## config.mk

```make
export PLATFORM = sky130hd
export DESIGN_NAME = irq_hub64
export DESIGN_NICKNAME = d
export VERILOG_FILES = /design/src/rtl/irq_hub_pkg.sv /design/src/rtl/irq_src_stage.sv /design/src/rtl/irq_chan_table.sv /design/src/rtl/irq_hub64.sv
export SDC_FILE = /design/constraint.sdc
export NUM_CORES = 1
export LEC_CHECK = 0
export BUFFER_PORTS_ARGS = -buffer_cell sky130_fd_sc_hd__buf_2
export CAP_MARGIN = 20
export CORE_ASPECT_RATIO = 0.6
export CORE_UTILIZATION = 35
export CTS_CLUSTER_DIAMETER = 80
export DETAILED_ROUTE_END_ITERATION = 16
export PLACE_DENSITY = 0.59
export SLEW_MARGIN = 20
export SYNTH_ARGS = -nofsm -noshare
export SYNTH_HDL_FRONTEND = slang
export SYNTH_SLANG_ARGS = --single-unit
```

## constraint.sdc

```tcl
create_clock -name pclk -period 7.7 [get_ports pclk]
set_input_delay 1.925 -clock pclk [delete_from_list [all_inputs] [get_ports pclk]]
set_output_delay 1.925 -clock pclk [all_outputs]
set_load 0.05 [all_outputs]
```

## src/rtl/irq_hub_pkg.sv

```systemverilog
// Package: shared constants for the interrupt concentrator.
// Assumes 64 sources split into two 32-bit words, and byte addressing.
package irq_hub_pkg;
    localparam int NUM_SRC   = 64;
    localparam int WORD_W    = 32;
    localparam int NUM_WORDS = NUM_SRC / WORD_W;
    localparam int TBL_WORDS = NUM_SRC / 4;
    localparam int TBL_IDX_W = $clog2(TBL_WORDS);

    // Register byte offsets.
    localparam logic [11:0] OFF_CTRL    = 12'h000;
    localparam logic [11:0] OFF_FLAG_LO = 12'h008;
    localparam logic [11:0] OFF_EN_LO   = 12'h010;
    localparam logic [11:0] OFF_PEND_LO = 12'h014;
    localparam logic [11:0] OFF_FLAG_HI = 12'h020;
    localparam logic [11:0] OFF_EN_HI   = 12'h028;
    localparam logic [11:0] OFF_PEND_HI = 12'h02C;
    localparam logic [11:0] OFF_TBL     = 12'h040;

    localparam int MASTER_BIT = 31;
endpackage

```

## src/rtl/irq_src_stage.sv

```systemverilog
// Source stage: synchronizes every input through two flops. Pulse sources
// get a rising-edge detector and a capture flag; level sources pass the
// synchronized level straight through. Assumes clr_keep is only meaningful
// while clr_we is high.
module irq_src_stage #(
    parameter int                  NUM_SRC    = 64,
    parameter logic [NUM_SRC-1:0]  PULSE_MASK = '0
) (
    input  logic               clk,
    input  logic               rst_n,
    input  logic [NUM_SRC-1:0] src_in,
    input  logic               clr_we,
    input  logic [NUM_SRC-1:0] clr_keep,
    output logic [NUM_SRC-1:0] flag_q,
    output logic [NUM_SRC-1:0] src_state
);
    logic [NUM_SRC-1:0] meta_q;
    logic [NUM_SRC-1:0] sync_q;
    logic [NUM_SRC-1:0] rise_w;

    // Two-flop synchronizer for all inputs.
    always_ff @(posedge clk) begin
        if (!rst_n) begin
            meta_q <= '0;
            sync_q <= '0;
        end else begin
            meta_q <= src_in;
            sync_q <= meta_q;
        end
    end

    for (genvar i = 0; i < NUM_SRC; i++) begin : g_src
        if (PULSE_MASK[i]) begin : g_pulse
            logic prev_q;
            logic cap_q;
            assign rise_w[i] = sync_q[i] & ~prev_q;
            // Edge history and capture flag; a new edge wins over a clear.
            always_ff @(posedge clk) begin
                if (!rst_n) begin
                    prev_q <= 1'b0;
                    cap_q  <= 1'b0;
                end else begin
                    prev_q <= sync_q[i];
                    cap_q  <= (clr_we ? (cap_q & clr_keep[i]) : cap_q) | rise_w[i];
                end
            end
            assign flag_q[i]    = cap_q;
            assign src_state[i] = cap_q;
        end else begin : g_level
            assign rise_w[i]    = 1'b0;
            assign flag_q[i]    = 1'b0;
            assign src_state[i] = sync_q[i];
        end
    end

    // A flag may only rise after an edge was detected.
    assert_flag_set_cause_R4: assert property (@(posedge clk) disable iff (!rst_n)
        (flag_q & ~$past(flag_q) & ~$past(rise_w)) == '0);

    // A flag may only fall after a clearing write with a 0 in that bit.
    assert_flag_clear_cause_R5: assert property (@(posedge clk) disable iff (!rst_n)
        ($past(flag_q) & ~flag_q & ~($past(clr_we) ? ~$past(clr_keep) : '0)) == '0);
endmodule

```

## src/rtl/irq_chan_table.sv

```systemverilog
// Channel table: TBL_WORDS words of four byte slots each, one slot per
// channel. Reset loads slot values in descending lane order. Assumes a
// single write port and an independent combinational read port.
module irq_chan_table #(
    parameter int WORDS = 16,
    parameter int IDX_W = 4
) (
    input  logic             clk,
    input  logic             rst_n,
    input  logic             wr_en,
    input  logic [IDX_W-1:0] wr_idx,
    input  logic [31:0]      wdata,
    input  logic [IDX_W-1:0] rd_idx,
    output logic [31:0]      rdata
);
    logic [31:0] words_q [WORDS];

    function automatic logic [31:0] rst_word(input int w);
        logic [7:0] base;
        base = 8'(4 * w);
        return {base, base + 8'd1, base + 8'd2, base + 8'd3};
    endfunction

    // Table storage with computed reset contents.
    always_ff @(posedge clk) begin
        if (!rst_n) begin
            for (int w = 0; w < WORDS; w++) words_q[w] <= rst_word(w);
        end else if (wr_en) begin
            words_q[wr_idx] <= wdata;
        end
    end

    assign rdata = words_q[rd_idx];

    // A written word holds the written value in the next cycle.
    assert_table_write_R6: assert property (@(posedge clk) disable iff (!rst_n)
        wr_en |=> (words_q[$past(wr_idx)] == $past(wdata)));
endmodule

```

## src/rtl/irq_hub64.sv

```systemverilog
// Top: APB register file, pending logic and processor request register.
// Zero wait states. Writes take effect on the access-phase edge, and reads
// return combinational data. Assumes a master that follows the APB protocol.
module irq_hub64
    import irq_hub_pkg::*;
#(
    parameter int                 ADDR_W     = 12,
    parameter logic [NUM_SRC-1:0] PULSE_MASK = 64'hFFFF_FFFF_0000_0000
) (
    input  logic               pclk,
    input  logic               presetn,
    input  logic               psel,
    input  logic               penable,
    input  logic               pwrite,
    input  logic [ADDR_W-1:0]  paddr,
    input  logic [31:0]        pwdata,
    output logic [31:0]        prdata,
    output logic               pready,
    output logic               pslverr,
    input  logic [NUM_SRC-1:0] src_in,
    output logic               cpu_irq
);
    localparam int WA_W = ADDR_W - 2;

    logic               master_en_q;
    logic [NUM_SRC-1:0] en_q;
    logic [NUM_SRC-1:0] flag_w;
    logic [NUM_SRC-1:0] state_w;
    logic [NUM_SRC-1:0] pend_w;
    logic [NUM_SRC-1:0] clr_keep_w;
    logic               clr_we_w;
    logic               cpu_irq_q;
    logic [31:0]        tbl_rdata;

    logic               wr_acc;
    logic               rd_acc;
    logic               aligned;
    logic [WA_W-1:0]    waddr;
    logic               tbl_hit;
    logic               reg_hit;

    // Bus decode: aligned word address and access qualifiers.
    assign aligned = (paddr[1:0] == 2'b00);
    assign waddr   = paddr[ADDR_W-1:2];
    assign wr_acc  = psel & penable & pwrite & aligned;
    assign rd_acc  = psel & ~pwrite;
    assign tbl_hit = aligned && (paddr[ADDR_W-1:6] == (ADDR_W-6)'(OFF_TBL >> 6));

    function automatic logic is_off(input logic [WA_W-1:0] a, input logic [11:0] off);
        return a == WA_W'(off >> 2);
    endfunction

    assign reg_hit = aligned && (is_off(waddr, OFF_CTRL) || is_off(waddr, OFF_FLAG_LO) ||
                     is_off(waddr, OFF_FLAG_HI) || is_off(waddr, OFF_EN_LO) ||
                     is_off(waddr, OFF_EN_HI) || is_off(waddr, OFF_PEND_LO) ||
                     is_off(waddr, OFF_PEND_HI) || tbl_hit);

    // Control and enable registers.
    always_ff @(posedge pclk) begin
        if (!presetn) begin
            master_en_q <= 1'b0;
            en_q        <= '0;
        end else if (wr_acc) begin
            if (is_off(waddr, OFF_CTRL))  master_en_q <= pwdata[MASTER_BIT];
            if (is_off(waddr, OFF_EN_LO)) en_q[WORD_W-1:0] <= pwdata;
            if (is_off(waddr, OFF_EN_HI)) en_q[NUM_SRC-1:WORD_W] <= pwdata;
        end
    end

    // Flag clear request: a 0 in write data clears the matching flag.
    always_comb begin
        clr_we_w   = 1'b0;
        clr_keep_w = '1;
        if (wr_acc && is_off(waddr, OFF_FLAG_LO)) begin
            clr_we_w = 1'b1;
            clr_keep_w[WORD_W-1:0] = pwdata;
        end
        if (wr_acc && is_off(waddr, OFF_FLAG_HI)) begin
            clr_we_w = 1'b1;
            clr_keep_w[NUM_SRC-1:WORD_W] = pwdata;
        end
    end

    irq_src_stage #(
        .NUM_SRC    (NUM_SRC),
        .PULSE_MASK (PULSE_MASK)
    ) u_src (
        .clk       (pclk),
        .rst_n     (presetn),
        .src_in    (src_in),
        .clr_we    (clr_we_w),
        .clr_keep  (clr_keep_w),
        .flag_q    (flag_w),
        .src_state (state_w)
    );

    irq_chan_table #(
        .WORDS (TBL_WORDS),
        .IDX_W (TBL_IDX_W)
    ) u_tbl (
        .clk    (pclk),
        .rst_n  (presetn),
        .wr_en  (wr_acc & tbl_hit),
        .wr_idx (paddr[2 +: TBL_IDX_W]),
        .wdata  (pwdata),
        .rd_idx (paddr[2 +: TBL_IDX_W]),
        .rdata  (tbl_rdata)
    );

    assign pend_w = en_q & state_w;

    // Processor request register, gated by the master enable.
    always_ff @(posedge pclk) begin
        if (!presetn) cpu_irq_q <= 1'b0;
        else          cpu_irq_q <= master_en_q & (|pend_w);
    end
    assign cpu_irq = cpu_irq_q;

    // Read data mux; unmapped and idle reads give zero.
    always_comb begin
        prdata = '0;
        if (rd_acc && aligned) begin
            if (tbl_hit)                       prdata = tbl_rdata;
            else if (is_off(waddr, OFF_CTRL))    prdata = {master_en_q, 31'd0};
            else if (is_off(waddr, OFF_FLAG_LO)) prdata = flag_w[WORD_W-1:0];
            else if (is_off(waddr, OFF_FLAG_HI)) prdata = flag_w[NUM_SRC-1:WORD_W];
            else if (is_off(waddr, OFF_EN_LO))   prdata = en_q[WORD_W-1:0];
            else if (is_off(waddr, OFF_EN_HI))   prdata = en_q[NUM_SRC-1:WORD_W];
            else if (is_off(waddr, OFF_PEND_LO)) prdata = pend_w[WORD_W-1:0];
            else if (is_off(waddr, OFF_PEND_HI)) prdata = pend_w[NUM_SRC-1:WORD_W];
        end
    end

    assign pready  = 1'b1;
    assign pslverr = 1'b0;

    // Request only while the master enable was set in the prior cycle.
    assert_irq_gated_R3: assert property (@(posedge pclk) disable iff (!presetn)
        cpu_irq |-> $past(master_en_q));

    // Any pending bit with the master enable set raises the request next cycle.
    assert_irq_follows_R9: assert property (@(posedge pclk) disable iff (!presetn)
        (master_en_q && (pend_w != '0)) |=> cpu_irq);

    // Reads outside the map return zero.
    assert_unmapped_zero_R10: assert property (@(posedge pclk) disable iff (!presetn)
        (rd_acc && !reg_hit) |-> (prdata == 32'd0));

    // Reset leaves the request low in the following cycle.
    assert_reset_low_R1: assert property (@(posedge pclk)
        !presetn |=> !cpu_irq);
endmodule

```

==> flow_metrics.tcl, run 1 <==
set metrics [dict create \
    fin_setup_tns_ns 0 \
    synth_top_area_frac 0.460 \
    die_h_um 241 \
    synth_area_leader_cell "edfxtp_1" \
    cts_made_buffers 69 \
    root_buffer "clkbuf_16" \
    die_area_um2 96800 \
    crit_fanout 41 \
    cp_slowest_cell "or4_1" \
    end_kind "output pin" \
    setup_slack_ns 0.976 \
    fin_util 0.398 \
    pin_count 148 \
    postPlaceCellArea_um2 35400 \
    min_period_ns 6.72 \
    clkLatencyLatePin_ns 0.64 \
    initial_utilization 0.355 \
    ys_async_sr_fraction 0 \
    worst_slew_pin_slew_ns 1.06 \
    postCtsSetupBuffers 0 \
    ctsHtreeMaxLevel 3 \
    drt_first_pass_iters 5 \
    crit_family "simple AND/OR/NAND/NOR gates" \
    route.vias.total 21000 \
    synth_common_cells "edfxtp_1, and2_1, dfxtp_1, nand2_1, nand2b_1" \
    synth_area_um2 33400 \
    drc 0 \
    cts-resized-gates 0 \
    max_cap_viol_count 0 \
    synth-seq-area-share 0.615 \
    relSlewSlack 0.285 \
    grt_pass1_wl_mm 140 \
    period_share 0.873 \
    instances_no_fill 3935 \
    cts_tree "done" \
    grt_setup_unrepaired "no" \
    antenna_found_initial 13 \
    worstPathCellList "clkbuf_8, or2_1, or4_1, o211ai_1, o221ai_1, buf_2" \
    setup_viol 0 \
    leakage_nw 13.3 \
    ir_drop_mv 0.167 \
    arrival_ns 4.80 \
    syn_inst 2584 \
    max_freq_mhz 149 \
    pre_cts_ws_ns 0.973 \
    yosysMostFrequentCell "edfxtp_1" \
    vias_per_cell 5.33 \
    synth_edf_count 512 \
    dp_cells 3807 \
    grt_pass1_vias 21200 \
    detail_route.wl_per_cell_um 24.2 \
    clock_path_buffers 3 \
    clock_skew_ns 0.0235 \
    cp-start-kind "primary input" \
    port_buffers 145 \
    die_w_um 401 \
    ant_nets 0 \
    grtUsageTotal 0.196 \
    synth_flop_cell "edfxtp_1" \
    powerDensity_nw_per_um2 229 \
    yosysUniqueCellTypes 56 \
    synthTopCellsByArea "edfxtp_1, dfxtp_1, and2_1, mux4_2, nand2b_1" \
    hpwl_mm 59.6 \
    routabilityCongestion 0.932 \
    area_growth_pct 12.3 \
    ys_seq_elements 770 \
    status "complete, no violations" \
    avgSynthCellArea_um2 12.9 \
    nets 2745 \
    synth_fp_nets 2697 \
    drive_gt1_frac 0.187 \
    yosysWarningCount 0 \
    fillers 8809 \
    std_cell_rows 87 \
    critPathMaxStageDelay_ns 0.93 \
    cts.sinks 770 \
    fin_area_um2 37500 \
    grt_max_degree 121 \
    hold_viol 0 \
    coreArea_um2 94300 \
    cts_hold_buf 0 \
    regArea_um2 20500 \
    clkTransAtPathRegs_ns 0.08 \
    overflow 0 \
    critical_path_buf_inv_count 2 \
    path_class "primary input to output pin" \
    drtIter0Drc 2217 \
    multiInputGateArea_um2 12000 \
    required_ns 5.78 \
    hold_path.class "flip-flop to flip-flop" \
    wl_mm 95.2 \
    drv_slew 0 \
]
registers in the layout (all words and copies together), names as in the netlist:
| name | flops |
|---|---|
| u_src.meta_q | 64 |
| u_src.g_src.g_pulse.cap_q | 32 |
| master_en_q | 1 |
| en_q | 64 |
| u_src.g_src.g_pulse.prev_q | 32 |
| u_src.sync_q | 64 |
| cpu_irq | 1 |
| u_tbl.words_q | 512 |
worst paths after layout:
check                                      from         endpoint  slack, ns  cells past startpoint
setup / recovery                       paddr[3]       prdata[30]       0.98                      6
setup reg to reg  u_src.g_src[35].g_pulse.cap_q          cpu_irq       5.44                      5
hold / removal                  u_src.meta_q[0]  u_src.sync_q[0]       0.43                      1
hold reg to reg                 u_src.meta_q[0]  u_src.sync_q[0]       0.43                      1
per-layer routing:
metal	vias up	track usage	share of wire
met5	-	0	0
met4	0	0.0549	0.021
met3	138	0.0432	0.085
met2	854	0.291	0.43
met1	10700	0.288	0.47
li1	9304	-	-
stage by stage:
stage          hold slack [ns]  total power [mW]
5_1_grt                  0.447              8.85
4_1_cts                  0.433              8.64
2_1_floorplan            0.412              5.04
3_3_place_gp             0.415              5.24
3_5_place_dp             0.418              5.25
6_report                 0.430              8.58
cells by family after synthesis:
logic type             share of synthesized area
AND/OR/NAND/NOR                            0.189
multiplexers                               0.104
other                                   0.000225
AO/OA/AOI/OAI                             0.0620
flip-flops                                 0.615
buffers and inverters                     0.0306
area by class of cell:
cell class              instances  share of cell area
flip-flops and latches        770               0.547
clock buffers                  91              0.0519
diodes                          6            0.000400
inverters                       2            0.000233
multi-input cells            1579               0.319
repair buffers                210              0.0339
clock inverters                31             0.00590
well taps                    1246              0.0415
cells in the final DEF (no fill, tap or decap), types with 43 or more instances in the layout:
master,n
and2_1,481
buf_2,142
buf_4,63
clkbuf_16,74
dfxtp_1,258
edfxtp_1,512
mux2i_1,67
mux4_2,124
nand2_1,219
nand2b_1,191
nand3_1,67
o21ai_0,57
o22ai_1,52
or3_1,43
report_power, final:
group / switching [mW] / internal (mW) / total, mW
sequential: 0.0549 / 4.57 / 4.63
combinational: 0.314 / 0.211 / 0.525
clock: 1.60 / 1.83 / 3.43
(Power assumes the default switching activity.)
==> inputs of run 2 (changes only) <==
--- a/config.mk
+++ b/config.mk
@@ -12,6 +12,7 @@
 export CTS_CLUSTER_DIAMETER = 80
 export DETAILED_ROUTE_END_ITERATION = 16
 export PLACE_DENSITY = 0.59
+export REMOVE_ABC_BUFFERS = 1
 export SLEW_MARGIN = 20
 export SYNTH_ARGS = -nofsm -noshare
 export SYNTH_HDL_FRONTEND = slang
==> run 2 against run 1 <==
Critical path depth increased by 1. Design area hardly changed. Sequential power about the same. Combinational power about the same. Critical endpoint is now prdata[23]. Largest cell class unchanged.
==> flow_metrics.tcl, run 2 (synthesis gave the netlist of run 1 again) <==
set metrics [dict create \
    ir_drop_mv 0.148 \
    cts_hold_buf 0 \
    path_class "primary input to output pin" \
    whs_ns 0.428 \
    status "complete, no violations" \
    clkLatencyLatePin_ns 0.62 \
    nets 2742 \
    final_common_cell "edfxtp_1" \
    mostFrequentLayoutCells "edfxtp_1, and2_1, dfxtp_1" \
    clock_path_buffers 3 \
    pin_count 148 \
    max_freq_mhz 155 \
    postCtsSetupBuffers 0 \
    fin_util 0.399 \
    crit_fanout 77 \
    routabilityCongestion 0.924 \
    end_kind "output pin" \
    swShare 0.219 \
    hold_viol 0 \
    die_w_um 401 \
    holdPathStages 1 \
    worst_slew_pin_slew_ns 1.14 \
    drv_slew 0 \
    grt_pass1_wl_mm 140 \
    internal_power_mw 6.70 \
    grtUsageTotal 0.197 \
    wl_mm 96.1 \
    ctsHtreeMaxLevel 3 \
    pre_cts_ws_ns 1.21 \
    std_cell_rows 87 \
    grt_max_degree 101 \
    hold_path.class "flip-flop to flip-flop" \
    regMostFlops "u_tbl.words_q" \
    detail_route.wl_per_cell_um 24.5 \
    cp_slowest_cell "mux4_2" \
    postPlaceCellArea_um2 35400 \
    max_cap_viol_count 0 \
    setup_slack_ns 1.26 \
    leakage_nw 13.3 \
    fin_setup_tns_ns 0 \
    cts.sinks 770 \
    required_ns 5.78 \
    antenna_found_initial 4 \
    fin_area_um2 37600 \
    drtIter0Drc 2509 \
    min_period_ns 6.44 \
    crit_cells 7 \
    arrival_ns 4.51 \
    pwr-share-seq 0.539 \
    cts_made_buffers 68 \
    p_clk_frac 0.400 \
    relSlewSlack 0.241 \
    vias_per_cell 5.43 \
    worstPathCellList "buf_8, buf_4, mux4_2, mux2i_1, o22ai_1, a21o_1, buf_2" \
    power.switching_mw 1.88 \
    drt_first_pass_iters 6 \
    hpwl_mm 59.4 \
    root_buffer "clkbuf_16" \
    drive_gt1_frac 0.184 \
    clkTransAtPathRegs_ns 0.06 \
    initial_utilization 0.355 \
    coreArea_um2 94300 \
    r2r_cells 4 \
    combinationalPowerShare 0.061 \
    setup_viol 0 \
    ant_nets 0 \
    drc 0 \
    crit_family "buffers and inverters" \
    critical_path_buf_inv_count 3 \
    grt_setup_unrepaired "no" \
    route.vias.total 21300 \
    cts_tree "done" \
    grt_pass1_vias 21000 \
    die_area_um2 96800 \
    cp-start-kind "primary input" \
    period_share 0.836 \
    die_h_um 241 \
    port_buffers 145 \
    cts-resized-gates 0 \
    overflow 0 \
    largest_reg_flops 512 \
    clock_skew_ns 0.0154 \
    area_growth_pct 12.4 \
    powerDensity_nw_per_um2 228 \
    critPathMaxStageDelay_ns 0.56 \
]
==> run 2: cell types whose count changed in the layout (fill, tap and decap cells not counted), moves of 2 or more <==
cell / change
buf_12: +2
buf_4: -5
buf_8: +2
bufinv_16: +3
clkinv_1: +2
clkinv_2: -3
clkinv_8: -2
diode_2: -4
inv_6: -5
==> run 2: power by group through the flow <==
stage                     clock [mW]  sequential (mW)  combinational [mW]
after floorplan                    0             4.70               0.268
after global placement             0             4.71               0.514
after detailed placement           0             4.72               0.523
after CTS                       3.49             4.63               0.525
after global routing            3.65             4.64               0.558
final                           3.43             4.63               0.523
==> run 2: stage by stage <==
stage / std cells / total power, mW
global route: 3924 / 8.85
global placement: 3804 / 5.23
floorplan: 2351 / 4.96
detailed placement: 3804 / 5.24
finish: 3925 / 8.58
CTS: 3922 / 8.64
==> run 2: metal layers <==
| layer | part of all wire | wire length (um) | GRT usage | vias up |
|---|---|---|---|---|
| met4 | 0.019 | 1780 | 0.0475 | 0 |
| met1 | 0.44 | 42000 | 0.282 | 10900 |
| met3 | 0.11 | 10400 | 0.0511 | 145 |
| met5 | 0 | 0 | 0 | - |
| li1 | - | - | - | 9280 |
| met2 | 0.44 | 41900 | 0.297 | 1055 |
==> run 2: worst paths after layout <==
path	from	to	slack, ns
max	paddr[3]	prdata[23]	1.26
min reg2reg	u_src.meta_q[43]	u_src.sync_q[43]	0.43
max reg2reg	u_src.g_src[49].g_pulse.cap_q	cpu_irq	5.63
min	u_src.meta_q[43]	u_src.sync_q[43]	0.43
==> run 2: layout make-up <==
class                      instances  area (um^2)
fill                            8757        56700
antenna                            2         5.00
inverter                           2         8.76
tap                             1246         1560
sequential                       770        20500
clock inverter                    26          223
clock buffer                      92         1960
timing repair buffer             208         1300
multi-input combinational       1579        12000
